**src/rtl/monres_pkg.sv**
```systemverilog
package monres_pkg;

    typedef enum logic [1:0] {
        ST_IDLE  = 2'd0,
        ST_SYNC  = 2'd1,
        ST_SHIFT = 2'd2
    } tx_state_e;

    // half of the serial clock period, in system clocks
    function automatic logic [3:0] half_period(input logic [1:0] code);
        unique case (code)
            2'b11:   half_period = 4'd4;
            2'b10:   half_period = 4'd2;
            default: half_period = 4'd1;
        endcase
    endfunction

endpackage

```
**src/rtl/monres_sclk_gen.sv**
```systemverilog
module monres_sclk_gen
    import monres_pkg::*;
(
    input  logic       clk,
    input  logic       rst_n,
    input  logic [1:0] div_sel,
    input  logic       park,
    output logic       sclk,
    output logic       fall_tick
);
    localparam int CNT_W = 3;

    logic [CNT_W-1:0] cnt;
    logic             sclk_q;
    logic [3:0]       half;
    logic             wrap;

    assign half      = half_period(div_sel);
    assign wrap      = ({1'b0, cnt} >= (half - 4'd1));
    assign fall_tick = !park && wrap && sclk_q;
    assign sclk      = sclk_q;

    always_ff @(posedge clk or negedge rst_n) begin
        if (!rst_n) begin
            cnt    <= '0;
            sclk_q <= 1'b0;
        end else if (park) begin
            cnt    <= '0;
            sclk_q <= 1'b0;
        end else if (wrap) begin
            cnt    <= '0;
            sclk_q <= ~sclk_q;
        end else begin
            cnt    <= cnt + 1'b1;
        end
    end


    park_low_chk: assert property (@(posedge clk) disable iff (!rst_n)
        $past(park) |-> !sclk);


    half_count_chk: assert property (@(posedge clk) disable iff (!rst_n)
        {1'b0, cnt} < 4'd4);

endmodule

```
**src/rtl/monres_pend_slot.sv**
```systemverilog
module monres_pend_slot #(
    parameter int PW = 20,
    parameter int KW = 13,
    parameter int TW = 13
) (
    input  logic          clk,
    input  logic          rst_n,
    input  logic          port_en,
    input  logic          res_valid,
    input  logic [PW-1:0] res_pwr,
    input  logic [KW-1:0] res_pk,
    input  logic [TW-1:0] res_thr,
    input  logic          take,
    output logic          pend_v,
    output logic [PW-1:0] pend_pwr,
    output logic [KW-1:0] pend_pk,
    output logic [TW-1:0] pend_thr
);
    always_ff @(posedge clk or negedge rst_n) begin
        if (!rst_n) begin
            pend_v   <= 1'b0;
            pend_pwr <= '0;
            pend_pk  <= '0;
            pend_thr <= '0;
        end else if (!port_en) begin
            pend_v   <= 1'b0;
        end else if (res_valid) begin
            pend_v   <= 1'b1;
            pend_pwr <= res_pwr;
            pend_pk  <= res_pk;
            pend_thr <= res_thr;
        end else if (take) begin
            pend_v   <= 1'b0;
        end
    end


    capture_chk: assert property (@(posedge clk) disable iff (!rst_n)
        (res_valid && port_en) |=> pend_v);


    disabled_empty_chk: assert property (@(posedge clk) disable iff (!rst_n)
        !port_en |=> !pend_v);

endmodule

```
**src/rtl/monres_frame_fsm.sv**
```systemverilog
module monres_frame_fsm
    import monres_pkg::*;
#(
    parameter int PW = 20,
    parameter int KW = 13,
    parameter int TW = 13
) (
    input  logic          clk,
    input  logic          rst_n,
    input  logic          port_en,
    input  logic          fall_tick,
    input  logic          pwr_en,
    input  logic          pk_en,
    input  logic          thr_en,
    input  logic          pend_v,
    input  logic [PW-1:0] pend_pwr,
    input  logic [KW-1:0] pend_pk,
    input  logic [TW-1:0] pend_thr,
    output logic          take,
    output logic          idle_nodata,
    output logic          fsync,
    output logic          sdo
);
    localparam int FW = PW + KW + TW;
    localparam int LW = $clog2(FW + 1);

    tx_state_e      state, next_state;
    logic [FW-1:0]  shreg;
    logic [LW-1:0]  bits_left;
    logic           load;
    logic           any_en;
    logic [LW-1:0]  frame_len;
    logic [FW-1:0]  packed_acc;
    logic [FW-1:0]  frame_vec;

    assign any_en = pwr_en || pk_en || thr_en;

    // enabled fields packed power, peak, threshold, then left aligned
    always_comb begin
        packed_acc = '0;
        frame_len  = '0;
        if (pwr_en) begin
            packed_acc = (packed_acc << PW) | FW'(pend_pwr);
            frame_len  = frame_len + LW'(PW);
        end
        if (pk_en) begin
            packed_acc = (packed_acc << KW) | FW'(pend_pk);
            frame_len  = frame_len + LW'(KW);
        end
        if (thr_en) begin
            packed_acc = (packed_acc << TW) | FW'(pend_thr);
            frame_len  = frame_len + LW'(TW);
        end
        frame_vec = packed_acc << (LW'(FW) - frame_len);
    end

    always_comb begin
        next_state = state;
        take       = 1'b0;
        load       = 1'b0;
        unique case (state)
            ST_IDLE: begin
                if (fall_tick && pend_v) begin
                    take = 1'b1;
                    if (any_en) begin
                        load       = 1'b1;
                        next_state = ST_SYNC;
                    end
                end
            end
            ST_SYNC: begin
                if (fall_tick) next_state = ST_SHIFT;
            end
            ST_SHIFT: begin
                if (fall_tick && bits_left == LW'(1)) begin
                    if (pend_v) begin
                        take = 1'b1;
                        if (any_en) begin
                            load       = 1'b1;
                            next_state = ST_SYNC;
                        end else begin
                            next_state = ST_IDLE;
                        end
                    end else begin
                        next_state = ST_IDLE;
                    end
                end
            end
            default: next_state = ST_IDLE;
        endcase
        if (!port_en) begin
            next_state = ST_IDLE;
            take       = 1'b0;
            load       = 1'b0;
        end
    end

    // state register
    always_ff @(posedge clk or negedge rst_n) begin
        if (!rst_n) state <= ST_IDLE;
        else        state <= next_state;
    end

    // shift register and bit counter
    always_ff @(posedge clk or negedge rst_n) begin
        if (!rst_n) begin
            shreg     <= '0;
            bits_left <= '0;
        end else if (load) begin
            shreg     <= frame_vec;
            bits_left <= frame_len;
        end else if (state == ST_SHIFT && fall_tick && bits_left > LW'(1)) begin
            shreg     <= shreg << 1;
            bits_left <= bits_left - 1'b1;
        end
    end

    // outputs
    always_comb begin
        fsync       = (state == ST_SYNC);
        sdo         = (state == ST_SHIFT) ? shreg[FW-1] : 1'b0;
        idle_nodata = (state == ST_IDLE) && !pend_v;
    end


    sync_quiet_chk: assert property (@(posedge clk) disable iff (!rst_n)
        fsync |-> !sdo);


    sync_to_data_chk: assert property (@(posedge clk) disable iff (!rst_n)
        (state == ST_SYNC && fall_tick && port_en) |=> (state == ST_SHIFT));


    bits_nonzero_chk: assert property (@(posedge clk) disable iff (!rst_n)
        (state == ST_SHIFT) |-> (bits_left != '0));

endmodule

```
**src/rtl/monres_serial_tx.sv**
```systemverilog
module monres_serial_tx
    import monres_pkg::*;
#(
    parameter int PW = 20,
    parameter int KW = 13,
    parameter int TW = 13
) (
    input  logic          clk,
    input  logic          rst_n,
    input  logic          port_en,
    input  logic [1:0]    div_sel,
    input  logic          sleep_en,
    input  logic          pwr_en,
    input  logic          pk_en,
    input  logic          thr_en,
    input  logic          res_valid,
    input  logic [PW-1:0] res_pwr,
    input  logic [KW-1:0] res_pk,
    input  logic [TW-1:0] res_thr,
    output logic          sclk,
    output logic          fsync,
    output logic          sdo
);
    logic          fall_tick;
    logic          take;
    logic          idle_nodata;
    logic          park;
    logic          pend_v;
    logic [PW-1:0] pend_pwr;
    logic [KW-1:0] pend_pk;
    logic [TW-1:0] pend_thr;

    assign park = sleep_en && idle_nodata;

    monres_sclk_gen u_sclk (
        .clk       (clk),
        .rst_n     (rst_n),
        .div_sel   (div_sel),
        .park      (park),
        .sclk      (sclk),
        .fall_tick (fall_tick)
    );

    monres_pend_slot #(.PW(PW), .KW(KW), .TW(TW)) u_pend (
        .clk       (clk),
        .rst_n     (rst_n),
        .port_en   (port_en),
        .res_valid (res_valid),
        .res_pwr   (res_pwr),
        .res_pk    (res_pk),
        .res_thr   (res_thr),
        .take      (take),
        .pend_v    (pend_v),
        .pend_pwr  (pend_pwr),
        .pend_pk   (pend_pk),
        .pend_thr  (pend_thr)
    );

    monres_frame_fsm #(.PW(PW), .KW(KW), .TW(TW)) u_fsm (
        .clk         (clk),
        .rst_n       (rst_n),
        .port_en     (port_en),
        .fall_tick   (fall_tick),
        .pwr_en      (pwr_en),
        .pk_en       (pk_en),
        .thr_en      (thr_en),
        .pend_v      (pend_v),
        .pend_pwr    (pend_pwr),
        .pend_pk     (pend_pk),
        .pend_thr    (pend_thr),
        .take        (take),
        .idle_nodata (idle_nodata),
        .fsync       (fsync),
        .sdo         (sdo)
    );


    sdo_edge_chk: assert property (@(posedge clk) disable iff (!rst_n)
        (!$stable(sdo) && $past(port_en)) |-> $fell(sclk));


    fsync_edge_chk: assert property (@(posedge clk) disable iff (!rst_n)
        (!$stable(fsync) && $past(port_en)) |-> $fell(sclk));

endmodule

```
**config.mk**
```make
export PLATFORM = sky130hd
export DESIGN_NAME = monres_serial_tx
export DESIGN_NICKNAME = d
export VERILOG_FILES = /design/src/rtl/monres_pkg.sv /design/src/rtl/monres_sclk_gen.sv /design/src/rtl/monres_pend_slot.sv /design/src/rtl/monres_frame_fsm.sv /design/src/rtl/monres_serial_tx.sv
export SDC_FILE = /design/constraint.sdc
export NUM_CORES = 1
export LEC_CHECK = 0
export BUFFER_PORTS_ARGS = -buffer_cell sky130_fd_sc_hd__buf_2
export CAP_MARGIN = 10
export CORE_MARGIN = 5
export CORE_UTILIZATION = 56
export DETAILED_ROUTE_END_ITERATION = 10
export GPL_TIMING_DRIVEN = 0
export PLACE_DENSITY = 0.72
export RECOVER_POWER = 50
export SYNTH_ARGS = -nofsm -noshare
export SYNTH_HDL_FRONTEND = slang
export SYNTH_SLANG_ARGS = --single-unit
```
**constraint.sdc**
```tcl
create_clock -name clk -period 3.07 [get_ports clk]
set_clock_uncertainty 0.05 [all_clocks]
set_input_delay 0.1535 -clock clk [delete_from_list [all_inputs] [get_ports clk]]
set_output_delay 0.1535 -clock clk [all_outputs]
set_load 0.01 [all_outputs]
```
# ---- Word-level counts from Yosys, hierarchy flattened
# Cells that the tools add are included.
# W data, S select, Z words.
dict set report totals {
  out_inout_bits 3
  word_cells 86
  regBits 105
  in_bits 56
}
dict set report classes {
  reduce_logical 17
  n_eq_ne 10
  add_sub_neg 6
  shifts 1
  bitwise_logic 3
  magnitude_cmp 2
  mux 38
}
# operator count
set op_table {}
lappend op_table {{$mux W46} 4}
lappend op_table {{$or A46 B13 Y46} 2}
lappend op_table {{$shl A46 B6 Y46} 1}
lappend op_table {{$mux W6} 4}
lappend op_table {{$mux W20} 1}
lappend op_table {{$mux W1} 17}
lappend op_table {{$add A6 B4 Y6 const B} 2}
lappend op_table {{$ne A3 B2 Y1 const B} 4}
lappend op_table {{$mux W2} 5}
lappend op_table {{$logic_and A1 B1 Y1} 8}
lappend op_table {{$eq A2 B2 Y1 const B} 3}
lappend op_table {{$eq A6 B1 Y1 const B} 1}
lappend op_table {{$gt A6 B1 Y1 const B} 1}
lappend op_table {{$mux W3} 2}
lappend op_table {{$pmux W2 S3} 1}
lappend op_table {{$pmux W3 S2} 1}
lappend op_table {{$sub A6 B1 Y6 const B} 1}
lappend op_table {{$sub A6 B6 Y6 const A} 1}
lappend op_table {{$mux W5} 1}
lappend op_table {{$ge A3 B4 Y1} 1}
lappend op_table {{$pmux W1 S2} 2}
lappend op_table {{$reduce_and A4 Y1} 1}
lappend op_table {{$reduce_bool A2 Y1} 2}
lappend op_table {{$sub A3 B1 Y4 const B} 1}
lappend op_table {{other kinds (8)} 10}

# ---- Longest topological paths before layout
# Gate-level depths: netlist of the first run.
dict set report depth {
  word_depth 13
  depth_mapped 16
  depth_no_buf 9
}

# ---- Modules after synthesis
# Synthesis of the first run repeated with hierarchy kept, for this count alone.
dict set report hier_totals {
  hier_cells 933
  area_unflattened_um2 8817.2
}
# module seq_area_each_um2 cells_per_inst area_per_inst_um2 instances
set modules_own_cells {}
lappend modules_own_cells {monres_frame_fsm 1351.3 808 6602.6 1}
lappend modules_own_cells {monres_pend_slot 1176.1 100 1949.4 1}
lappend modules_own_cells {monres_sclk_gen 100.1 24 259.0 1}
lappend modules_own_cells {monres_serial_tx 0.0 1 6.3 1}

# ---- Least setup slack after synthesis of the first run
# No wires, ideal clock.
dict set report synth_path {
  kind {input -> register}
  from {input pk_en}
  to {register u_fsm.shreg[27]}
  slack_ns -0.044
  required_ns 2.894
  setup_time_ns 0.126
  path_buffers 7
  arrival_time_ns 2.938
  cell_stages 14
  cell_sequence {buf_6 buf_4 buf_6 buf_2 inv_1 ha_1 buf_2 inv_2 buf_2 buf_1 mux4_2 a22oi_1 nand3_1 a221o_1}
}
dict set report synth_via {
  elab_chain_cells 8
  word_cells_on_any_way 18
  cone_classes {add/sub: 2; shift: 1; mux: 11; bitwise: 1; reduce/logical: 3}
}
# element line
set synth_lines {}
lappend synth_lines {{start: declaration} monres_serial_tx.sv:14} ;# input logic pk_en,
lappend synth_lines {{parallel branches: the longest is 8 deep, another holds $add A6 B4 Y6} -}
lappend synth_lines {{end signal: assignment} monres_frame_fsm.sv:110} ;# shreg <= frame_vec;
lappend synth_lines {{end signal: assignment} monres_frame_fsm.sv:113} ;# shreg <= shreg << 1;
lappend synth_lines {{end: declaration} monres_frame_fsm.sv:28} ;# logic [FW-1:0] shreg;
# Several ways; the timed one is not identified.
# A chain may end at the register's enable or synchronous reset.

# ---- Worst setup path in the final report of the first run
dict set report layout_path {
  from {input pk_en}
  to {register u_fsm.shreg[45]}
}
# Same word-level chain as after synthesis.

==> impl_metrics.csv, run 1 <==
group,metric,value,unit
clock_tree,path_clk_slew,0.07,ns
critical_path,path_max_fanout,19,
sta,fin_ws,0.03316,ns
place,dp_cells,1165,
sta,finalCritPeriodShare,0.9892,
drt,drt_wl_total,31840,um
die,die_h,133.6,um
die,ioPinCount,59,
sta,fmax,0.3293,GHz
sta,period_needed,3.037,ns
logic_synthesis,synth-edff-count,0,
drt,drt_first_pass_iters,6,
sta,tightest_slew,2.005,ns
place,place_congestion,1.048,
layout,final_area,0.01028,mm2
logic_synthesis,netlist_instances,918,
die,die_w,133.6,um
power_and_ir_drop,power_density,538.2,mW/mm2
die,num_rows,45,
logic_synthesis,synthesis.area,0.008553,mm2
sta,rsz0062_at_grt,"true",
outcome,violations,"max-capacitance violations, max-slew violations",
critical_path,required,3.27,ns
hold_path,hp-class,"in -> reg",
outcome,status,"finished with violations",
logic_synthesis,ys_types,83,
grt,antenna_found_initial,0,
drt,postRouteAntennaNets,0,
grt,overflow,0,
logic_synthesis,yosys_warnings,0,
sta,finalMaxSlewViolations,36,
grt,track_usage,0.3560,
grt,grt_pass1_wl,49210,um
critical_path,reg2reg_slack,0.18,ns
clock_tree,cts_sinks,105,
critical_path,start_kind,"input port",
clock_tree,clk_latency,0.36,ns
drt,drcViolationCount,0,
clock_tree,numCtsBuffers,9,
die,die-area,0.01785,mm2
drt,avgRoutedWirePerCell,25.80,um
critical_path,cp-end-kind,"flop",
sta,maxSlewHeadroom,-0.3365,
logic_synthesis,synth_ff_type,"dfrtp_1",
clock_tree,cts_max_level,3,
place,place_area,0.009111,mm2
place,preCtsSetupSlack,-1.251,ns
layout,nets,1112,
place,port-buffer-count,58,
logic_synthesis,async_flop_share,1.000,
power_and_ir_drop,leakage,4.327,nW
clock_tree,cts-root-buf,"clkbuf_16",
die,core_area,0.01509,mm2
logic_synthesis,syn-num-nets,989,
critical_path,cp_slowest_cell,"mux4_2",
flow_run,maxCapViolations,1,
sta,final-setup-viol-count,0,
sta,report.final.hold_viol_count,0,
critical_path,cp_cell_sequence,"buf_2 -> buf_6 -> buf_4 -> buf_8 -> inv_1 -> ha_4 -> mux4_2 -> a22o_1 -> a221oi_1 -> o211a_1 -> a2bb2oi_1 -> a22oi_1 -> o32a_1",
drt,initialDrtViolationCount,1134,
grt,grt_max_degree,71,
layout,multi_input_area,0.005754,mm2
critical_path,worstPathArrival,3.24,ns
logic_synthesis,synth_area_per_cell,9.317,um2
layout,drive_above_1_share,0.2686,
clock_tree,clockBufferDepth,2,
critical_path,worst-setup-path-type,"in -> reg",
drt,vias,8716,
logic_synthesis,seq_area_frac_synth,0.3072,
logic_synthesis,synth-seq-cells,105,
power_and_ir_drop,vdd_drop_max,0.0003603,V
die,start_util,0.5668,
place,post-dp-hpwl,23630,um
drt,avgViaCountPerCell,7.063,
power_and_ir_drop,totalPowerFinal,5.534,mW
layout,nFillCells,1247,
sta,timing.hold.ws,0.02159,ns
grt,grt_pass1_vias,8543,
layout,instances_no_fill,1234,
clock_tree,cts_tree,"done",
layout,diodes,0,
layout,syn_to_final_growth,20.22,%
critical_path,max_stage_delay,0.52,ns
layout,regArea,0.002628,mm2
area by class of cell:
cell class | count | area share
multi-input combinational | 720 | 0.5596
sequential | 105 | 0.2555
timing repair buffer | 115 | 0.08384
buffer | 73 | 0.04186
clock buffer | 11 | 0.02458
tap | 188 | 0.02288
inverter | 17 | 0.007058
clock inverter | 5 | 0.004624
power by group:
group	internal (mW)	total, mW	switching, mW
Clock	0.609	1.17	0.563
Sequential	1.77	2.09	0.326
Combinational	0.987	2.27	1.28
Total	3.36	5.53	2.17
cell usage after synthesis, types with 8 or more instances:
cell / count / area [um2]
a22oi_1: 10 / 75.07
mux2i_1: 49 / 490.5
mux2_2: 69 / 777.0
a31oi_1: 17 / 106.4
nand2_1: 94 / 352.8
nor2b_1: 9 / 56.30
inv_1: 12 / 45.04
and3_1: 10 / 62.56
a211oi_1: 11 / 82.58
nand3_1: 23 / 115.1
ha_1: 14 / 175.2
o221ai_1: 8 / 70.07
nor3_1: 10 / 50.05
nor2_1: 62 / 232.7
mux4_2: 26 / 585.6
o22ai_1: 13 / 81.33
a221o_1: 8 / 80.08
clkbuf_1: 41 / 153.9
o211ai_1: 22 / 165.2
o21ai_0: 44 / 220.2
o2bb2ai_1: 8 / 70.07
nand4b_1: 9 / 78.83
dfrtp_1: 105 / 2628
a21oi_1: 43 / 215.2
buf_2: 22 / 110.1
nand3b_1: 14 / 105.1
a2bb2oi_1: 13 / 113.9
xnor2_1: 8 / 70.07
and2_1: 8 / 50.05
critical path, delay by kind of cell:
| kind | cells | cell delay [ns] |
|---|---|---|
| buf+inv | 5 | 0.82 |
| compound gates | 6 | 1.51 |
| mux | 1 | 0.52 |
| fa+ha+maj | 1 | 0.24 |
repair_timing:
action / in CTS / in global routing
endpoints found under the setup margin: 52 / 48
gates resized for setup: 64 / 47
hold endpoints to repair: 83 / 0
hold buffers: 50 / 0
buffers inserted: 4 / 2
pin swaps: 1 / 4
cell usage in the layout (no fill, tap or decap), drive strengths merged, types with 8 or more instances in the layout:
master         n
mux2i         49
clkbuf        53
a21oi         43
nand3         23
nor2b          9
o21ai         49
and2           8
a211oi        12
nand4b         9
mux2          73
a22oi         10
and3          10
o221ai         8
a2bb2oi       13
dlygate4sd3   50
buf           96
mux4          26
inv           18
nor3          11
dfrtp        105
a31oi         17
o211ai        22
xnor2          8
o2bb2ai        8
nand2         94
o22ai         13
nor2          62
nand3b        14
a221o          8
ha            14
metrics by stage:
step | utilization | setup TNS (ns)
after floorplan | - | 0
final | 0.6814 | 0
after detailed placement | 0.6038 | -52.67
after CTS | 0.6706 | -0.004879
after global placement | 0.6018 | -51.57
after global routing | 0.6814 | -0.1685
path summary, 6_finish.rpt:
| kind | startpoint | endpoint | cells past startpoint |
|---|---|---|---|
| max in group asynchronous | rst_n | u_fsm.shreg[34]$_DFFE_PN0P_ | 3 |
| worst max register to register | u_sclk.cnt[2]$_DFF_PN0_ | u_fsm.bits_left[1]$_DFFE_PN0P_ | 7 |
| worst min register to register | u_sclk.cnt[0]$_DFF_PN0_ | u_sclk.cnt[0]$_DFF_PN0_ | 1 |
| worst max-delay path | pk_en | u_fsm.shreg[45]$_DFFE_PN0P_ | 13 |
| worst min-delay path | port_en | u_fsm.state[1]$_DFFE_PN0P_ | 2 |
| min in group asynchronous | rst_n | u_pend.pend_thr[4]$_DFFE_PN0P_ | 2 |
cell families after synthesis:
kind of cell / share of synthesized area
adder cells (fa/ha/maj): 0.02282
AO/OA/AOI/OAI: 0.2259
XOR/XNOR: 0.01126
AND/OR/NAND/NOR: 0.1608
other: 0.0004384
buffers and inverters: 0.04842
multiplexers: 0.2232
flip-flops: 0.3072
layer usage:
metal | track usage | vias up | wire length [um]
met4 | 0.2069 | 0 | 2362
met1 | 0.4349 | 4149 | 11980
li1 | - | 3770 | -
met2 | 0.5931 | 620 | 14790
met5 | 0 | - | 0
met3 | 0.06193 | 177 | 2706
flip-flops by register name (all words and copies together), names as in the netlist:
signal / cells
u_fsm.shreg: 46
u_pend.pend_pwr: 20
u_pend.pend_pk: 13
u_pend.pend_thr: 13
u_fsm.bits_left: 6
u_sclk.cnt: 3
u_fsm.state: 2
u_pend.pend_v: 1
u_sclk.sclk: 1
Power figures use the tool's default switching activity.
==> run 2, diff against run 1 <==
--- a/config.mk
+++ b/config.mk
@@ -5,7 +5,8 @@
 export SDC_FILE = /design/constraint.sdc
 export NUM_CORES = 1
 export LEC_CHECK = 0
-export BUFFER_PORTS_ARGS = -buffer_cell sky130_fd_sc_hd__buf_2
+export ABC_AREA = 1
+export BUFFER_PORTS_ARGS = -buffer_cell sky130_fd_sc_hd__clkbuf_2
 export CAP_MARGIN = 10
 export CORE_MARGIN = 5
 export CORE_UTILIZATION = 56
==> run 2 against run 1 <==
  * The flow finishes with violations (negative hold slack, max-capacitance violations, max-slew violations)
  * Setup slack better by 0.14 ns
  * Sequential share of layout area rose by 1.6 points
  * Sequential cell count stayed put
  * Clock power about the same
==> impl_metrics.csv, run 2 <==
group,metric,value,unit
logic_synthesis,seq_area_frac_synth,0.3128,
sta,tightest_slew,2.330,ns
drt,initialDrtViolationCount,1396,
logic_synthesis,syn-num-nets,1381,
grt,antenna_found_initial,0,
clock_tree,path_clk_slew,0.08,ns
logic_synthesis,synthTopCellsByCount,"nand2_1 (386), nand3_1 (376), dfrtp_1 (105), nor2_1 (79), inv_1 (66)",
sta,final-setup-viol-count,0,
logic_synthesis,synth-simple-area-share,0.4628,
outcome,violations,"negative hold slack, max-capacitance violations, max-slew violations",
logic_synthesis,synthXorXnorAreaFrac,0.006257,
logic_synthesis,synth_fa_ha_area_frac,0.02324,
place,port-buffer-count,58,
logic_synthesis,synth_top_family_by_area,"simple AND/OR/NAND/NOR gates",
grt,grt_pass1_vias,9333,
logic_synthesis,netlist_instances,1310,
die,die_w,132.5,um
layout,nets,1496,
sta,rsz0062_at_grt,"false",
drt,avgViaCountPerCell,6.081,
die,start_util,0.5736,
layout,largest_reg_flops,46,
drt,drcViolationCount,0,
logic_synthesis,synthesis.area,0.008399,mm2
critical_path,start_kind,"input port",
grt,grt_pass1_wl,48480,um
sta,finalCritPeriodShare,0.9444,
layout,top_regs,"u_fsm.shreg (46), u_pend.pend_pwr (20)",
logic_synthesis,synth.largest_area_cell,"dfrtp_1",
layout,final_cell_mix,"nand2_1 (386), nand3_1 (376), dfrtp_1 (105)",
grt,track_usage,0.3477,
critical_path,worst-setup-path-type,"in -> reg",
die,num_rows,44,
drt,postRouteAntennaNets,0,
critical_path,required,3.29,ns
die,die_h,132.5,um
layout,drive_above_1_share,0.1224,
logic_synthesis,ys_top_cells_by_area,"dfrtp_1 (31%), nand3_1 (22%), nand2_1 (17%)",
logic_synthesis,yosysTopAreaCellShare,0.3128,
logic_synthesis,ys_types,41,
sta,maxSlewHeadroom,-0.5534,
critical_path,worstPathArrival,3.12,ns
clock_tree,cts_sinks,105,
power_and_ir_drop,vdd_drop_max,0.0004888,V
die,die-area,0.01755,mm2
grt,grt_max_degree,106,
clock_tree,cts-root-buf,"clkbuf_16",
logic_synthesis,synth_most_common_cell,"nand2_1",
power_and_ir_drop,power_density,558.7,mW/mm2
logic_synthesis,yosys_warnings,0,
clock_tree,cts_max_level,3,
logic_synthesis,synth-edff-count,0,
layout,regMostFlops,"u_fsm.shreg",
outcome,status,"finished with violations",
critical_path,path_max_fanout,10,
sta,timing.hold.ws,-0.001124,ns
die,core_area,0.01464,mm2
critical_path,cp-end-kind,"flop",
sta,report.final.hold_viol_count,1,
clock_tree,clockBufferDepth,2,
flow_run,maxCapViolations,1,
place,post-dp-hpwl,23310,um
drt,vias,9815,
logic_synthesis,synth_compound_area_frac,0.07567,
layout,final_common_cell,"nand2_1",
logic_synthesis,synth_area_per_cell,6.412,um2
logic_synthesis,synth_ff_type,"dfrtp_1",
grt,overflow,0,
logic_synthesis,async_flop_share,1.000,
logic_synthesis,synth-seq-cells,105,
clock_tree,numCtsBuffers,9,
clock_tree,cts_tree,"done",
place,place_congestion,1.012,
layout,syn_to_final_growth,15.33,%
layout,nFillCells,1409,
sta,finalMaxSlewViolations,106,
drt,avgRoutedWirePerCell,18.89,um
drt,drt_first_pass_iters,7,
hold_path,hp-class,"in -> reg",
logic_synthesis,synth_mux_area_frac,0.04007,
clock_tree,clk_latency,0.38,ns
drt,drt_wl_total,30490,um
layout,diodes,0,
layout,fin_util,0.6615,
sta,period_needed,2.899,ns
sta,fmax,0.3449,GHz
die,ioPinCount,59,
power_and_ir_drop,totalPowerFinal,5.412,mW
power_and_ir_drop,leakage,4.852,nW
==> run 2: cell types whose count changed after synthesis, moves of 13 or more <==
| cell | previous run | this run |
|---|---|---|
| nand3_1 | 23 | 376 |
| nand2_1 | 94 | 386 |
| inv_1 | 12 | 66 |
| mux2i_1 | 49 | 1 |
| mux2_2 | 69 | 29 |
| mux4_2 | 26 | 0 |
| o211ai_1 | 22 | 3 |
| nor2_1 | 62 | 79 |
| buf_1 | 7 | 21 |
| a2bb2oi_1 | 13 | 0 |
| nand3b_1 | 14 | 1 |
==> run 2: layout make-up <==
class | instances | area, um2 | area share
buffer | 85 | 399.1 | 0.04120
clock buffer | 9 | 225.2 | 0.02325
clock inverter | 7 | 66.31 | 0.006846
inverter | 73 | 274.0 | 0.02829
multi-input combinational | 1046 | 5111 | 0.5276
sequential | 105 | 2628 | 0.2712
tap | 184 | 230.2 | 0.02377
timing repair buffer | 105 | 753.2 | 0.07776
==> run 2: per-layer routing <==
layer  GRT usage  wire length, um
met1      0.4774            12740
met2      0.5241            13290
met3      0.1063             3497
met4      0.1178              960
met5           0                0
==> run 2: cells by family (layout without fill, tap and decap cells) <==
group / count (synthesis) / in the layout
XOR/XNOR: 6 / 6
other: 1 / 1
flip-flops: 105 / 105
multiplexers: 30 / 30
adder cells (fa/ha/maj): 15 / 15
AO/OA/AOI/OAI: 116 / 116
AND/OR/NAND/NOR: 878 / 878
buffers and inverters: 159 / 279
==> run 2: final timing paths <==
| path | start | to | slack (ns) | cells after the start |
|---|---|---|---|---|
| min in group asynchronous | rst_n | u_pend.pend_pwr[12]$_DFFE_PN0P_ | 0.88 | 2 |
| max | thr_en | u_fsm.shreg[32]$_DFFE_PN0P_ | 0.17 | 16 |
| min reg2reg | u_sclk.cnt[0]$_DFF_PN0_ | u_sclk.cnt[0]$_DFF_PN0_ | 0.42 | 1 |
| min | res_thr[7] | u_pend.pend_thr[7]$_DFFE_PN0P_ | -0.001 | 3 |
| max reg2reg | u_sclk.cnt[1]$_DFF_PN0_ | u_fsm.shreg[27]$_DFFE_PN0P_ | 0.34 | 13 |
| max in group asynchronous | rst_n | u_fsm.shreg[44]$_DFFE_PN0P_ | 0.60 | 2 |
==> run 2: where the power goes <==
group | leakage (nW) | internal, mW | total, mW | switching, mW
sequential | 1.26 | 1.80 | 2.04 | 0.245
clock | 0.141 | 0.568 | 1.17 | 0.606
combinational | 3.45 | 0.778 | 2.19 | 1.41
total | 4.85 | 3.15 | 5.41 | 2.27
==> run 2: worst max-delay path, stage by stage <==
cell	delay, ns
clkbuf_2	0.16
inv_2	0.24
buf_1	0.39
ha_1	0.39
inv_1	0.13
buf_2	0.25
clkbuf_2	0.34
nand3_1	0.17
nand3_1	0.12
nand3_1	0.11
nand3_1	0.10
o21ai_0	0.19
nand2_1	0.14
nand3_1	0.10
nand2_1	0.08
nand2_1	0.04
==> run 2: metrics by stage <==
step / std cells / hold slack (ns) / setup slack [ns] / TNS, ns / area [um2]
final: 1614 / -0.001124 / 0.1706 / 0 / 9687
after CTS: 1613 / 0.0002874 / 0.06365 / 0 / 9673
after global placement: 1552 / 0.3347 / -0.4192 / -9.806 / 8920
after floorplan: 1310 / -0.1921 / 0.5807 / 0 / 8399
after global routing: 1614 / 0.02036 / 0.02301 / 0 / 9687
after detailed placement: 1552 / 0.2585 / -0.4046 / -10.21 / 8929
==> run 2: repair_timing <==
action | in CTS | in global routing
hold endpoints to repair | 149 | 0
buffers inserted | 0 | 2
setup endpoints to repair | 3 | 38
gates resized for setup | 2 | 18
pin swaps | 0 | 1
hold buffers | 45 | 0
==> run 3, diff against run 2 <==
--- a/config.mk
+++ b/config.mk
@@ -9,10 +9,10 @@
 export BUFFER_PORTS_ARGS = -buffer_cell sky130_fd_sc_hd__clkbuf_2
 export CAP_MARGIN = 10
 export CORE_MARGIN = 5
-export CORE_UTILIZATION = 56
+export CORE_UTILIZATION = 35
 export DETAILED_ROUTE_END_ITERATION = 10
 export GPL_TIMING_DRIVEN = 0
-export PLACE_DENSITY = 0.72
+export PLACE_DENSITY = 0.48
 export RECOVER_POWER = 50
 export SYNTH_ARGS = -nofsm -noshare
 export SYNTH_HDL_FRONTEND = slang
==> run 3 against run 2 <==
  * The flow finishes with violations (max-capacitance violations, max-slew violations)
  * Power increased by 2.7%
  * Die area increased by 55%
  * Sequential share of layout area decreased by 0.70 points
  * Non-clock buffer count increased by 1
  * Clock power increased by 14%
  * Via count decreased by 2.9%
  * Hold slack improved by 0.087 ns
  * Global-route usage decreased by 9.8 points
  * Utilization decreased by 24 points
  * Fmax increased by 2.4%
  * Cell count increased by 8.4%
  * Critical path depth decreased by 1
  * Largest power group unchanged
  * Highest routed layer unchanged
==> impl_metrics.csv, run 3 (same netlist as run 2, synthesis figures left out) <==
group,metric,value,unit
clock_tree,cts_sinks,105,
outcome,status,"finished with violations",
grt,track_usage,0.2498,
critical_path,worst-setup-path-type,"in -> reg",
drt,initialDrtViolationCount,939,
clock_tree,cts-root-buf,"clkbuf_16",
grt,grt_pass1_vias,9464,
sta,rsz0062_at_grt,"false",
power_and_ir_drop,power_density,558.8,mW/mm2
flow_run,maxCapViolations,1,
clock_tree,path_clk_slew,0.08,ns
critical_path,worstRegToRegCells,13,
sta,fin_ws,0.2378,ns
place,preCtsSetupSlack,-0.4860,ns
sta,finalSetupTns,0,ns
layout,final_common_cell,"nand2_1",
die,start_util,0.3568,
layout,top_regs,"u_fsm.shreg (46), u_pend.pend_pwr (20)",
clock_tree,numCtsBuffers,9,
layout,syn_to_final_growth,18.38,%
layout,drive_above_1_share,0.1244,
critical_path,rr_startpoint,"u_sclk.cnt[1]$_DFF_PN0_",
critical_path,cp_cell_sequence,"clkbuf_2 -> buf_4 -> inv_2 -> buf_2 -> ha_1 -> inv_1 -> clkbuf_4 -> nand4_1 -> or2_2 -> nand2_1 -> a21boi_0 -> nand2_1 -> nand3_1 -> nand2_1 -> inv_1",
grt,grt_pass1_wl,52080,um
critical_path,worstPathArrival,3.10,ns
critical_path,cp-end-kind,"flop",
die,ioPinCount,59,
critical_path,r2r-end,"u_fsm.bits_left[4]$_DFFE_PN0P_",
layout,final_cell_mix,"nand2_1 (385), nand3_1 (376), dfrtp_1 (105)",
sta,final-setup-viol-count,0,
sta,finalMaxSlewViolations,47,
critical_path,crit_family,"buffers and inverters",
critical_path,max_stage_delay,0.36,ns
power_and_ir_drop,totalPowerFinal,5.556,mW
layout,instances_no_fill,1750,
die,die_h,164.9,um
layout,multi_input_area,0.005126,mm2
layout,regArea,0.002628,mm2
critical_path,path_max_fanout,19,
clock_tree,cts_max_level,3,
drt,vias,9527,
die,core_area,0.02354,mm2
sta,fmax,0.3531,GHz
sta,timing.hold.ws,0.08570,ns
die,die-area,0.02720,mm2
outcome,violations,"max-capacitance violations, max-slew violations",
place,place_congestion,0.9449,
critical_path,cp.buffers_inverters,7,
sta,period_needed,2.832,ns
sta,finalCritPeriodShare,0.9225,
layout,diodes,0,
grt,grt_max_degree,61,
critical_path,crit_start,"pk_en",
place,dp_cells,1688,
critical_path,start_kind,"input port",
place,port-buffer-count,58,
layout,nets,1497,
critical_path,reg2reg_slack,0.33,ns
power_and_ir_drop,vdd_drop_max,0.0002994,V
critical_path,required,3.33,ns
grt,antenna_found_initial,1,
layout,regMostFlops,"u_fsm.shreg",
clock_tree,clk_latency,0.37,ns
layout,nFillCells,2578,
critical_path,crit_path_frequent_cell,"nand2_1",
critical_path,cp_slowest_cell,"ha_1",
die,die_w,164.9,um
drt,postRouteAntennaNets,0,
clock_tree,cts_tree,"done",
die,num_rows,56,
drt,drt_first_pass_iters,5,
critical_path,path_depth,15,
clock_tree,clockBufferDepth,2,
hold_path,hp-class,"in -> reg",
sta,tightest_slew,2.046,ns
power_and_ir_drop,leakage,4.898,nW
drt,avgRoutedWirePerCell,18.80,um
drt,drt_wl_total,32910,um
drt,drcViolationCount,0,
layout,largest_reg_flops,46,
critical_path,crit_path_end,"u_fsm.shreg[24]$_DFFE_PN0P_",
place,post-dp-hpwl,26440,um
drt,avgViaCountPerCell,5.444,
sta,report.final.hold_viol_count,0,
grt,overflow,0,
sta,maxSlewHeadroom,-0.3641,
[run 3: worst min path at each step]
| stage | start | end | slack (ns) | cells after the start |
|---|---|---|---|---|
| 5_1_grt | port_en | u_fsm.state[1]$_DFFE_PN0P_ | 0.14 | 3 |
| 4_1_cts | port_en | u_pend.pend_v$_DFFE_PN0P_ | 0.04 | 3 |
| 6_report | port_en | u_pend.pend_v$_DFFE_PN0P_ | 0.09 | 3 |
| 2_1_floorplan | rst_n | u_fsm.bits_left[0]$_DFFE_PN0P_ | -0.19 | 0 |
| 3_5_place_dp | rst_n | u_pend.pend_pwr[2]$_DFFE_PN0P_ | 0.07 | 1 |
| 3_3_place_gp | res_pwr[7] | u_pend.pend_pwr[7]$_DFFE_PN0P_ | 0.34 | 2 |
[run 3: per-layer routing]
metal,routed length (um),vias up,global-route usage
met5,0,-,0
met1,15370,4483,0.3565
met2,14460,383,0.3921
met4,622,0,0.06541
met3,2445,49,0.04218
li1,-,4612,-
[run 3: worst reg2reg max path, cell delays in order (launching register included)]
cell and delay [ns]:
dfrtp_1 0.39, ha_1 0.30, nand2_1 0.05, nand2_1 0.05, nand2_1 0.06, nand3_1 0.12, nand2_1 0.08, nor2_1 0.21
o211ai_1 0.15, nor2_2 0.51, buf_2 0.36, nand2_1 0.10, o211ai_1 0.09, o21ai_0 0.10
[run 3: repair_timing]
item | CTS | global route
gates resized for setup | 2 | 24
hold buffers | 47 | 0
endpoints found under the hold margin | 91 | 0
setup endpoints to repair | 6 | 41
pin swaps | 0 | 1
setup buffers | 0 | 2
[run 3: metrics by stage]
stage / instance area (um2) / utilization
after CTS: 9921 / 0.4214
after global placement: 9089 / 0.3861
final: 9943 / 0.4224
after global routing: 9943 / 0.4224
after detailed placement: 9125 / 0.3876
after floorplan: 8399 / -
[run 3: final cells by class]
cell class / instances / share of cell area
tap: 319 / 0.04014
clock inverter: 6 / 0.009815
timing repair buffer: 108 / 0.07978
buffer: 83 / 0.03989
inverter: 73 / 0.02756
multi-input combinational: 1046 / 0.5155
clock buffer: 10 / 0.02303
sequential: 105 / 0.2643
[run 3: power breakdown]
| part | internal [mW] | total, mW | switching, mW |
|---|---|---|---|
| Combinational | 0.783 | 2.19 | 1.41 |
| Sequential | 1.80 | 2.03 | 0.234 |
| Clock | 0.729 | 1.33 | 0.601 |
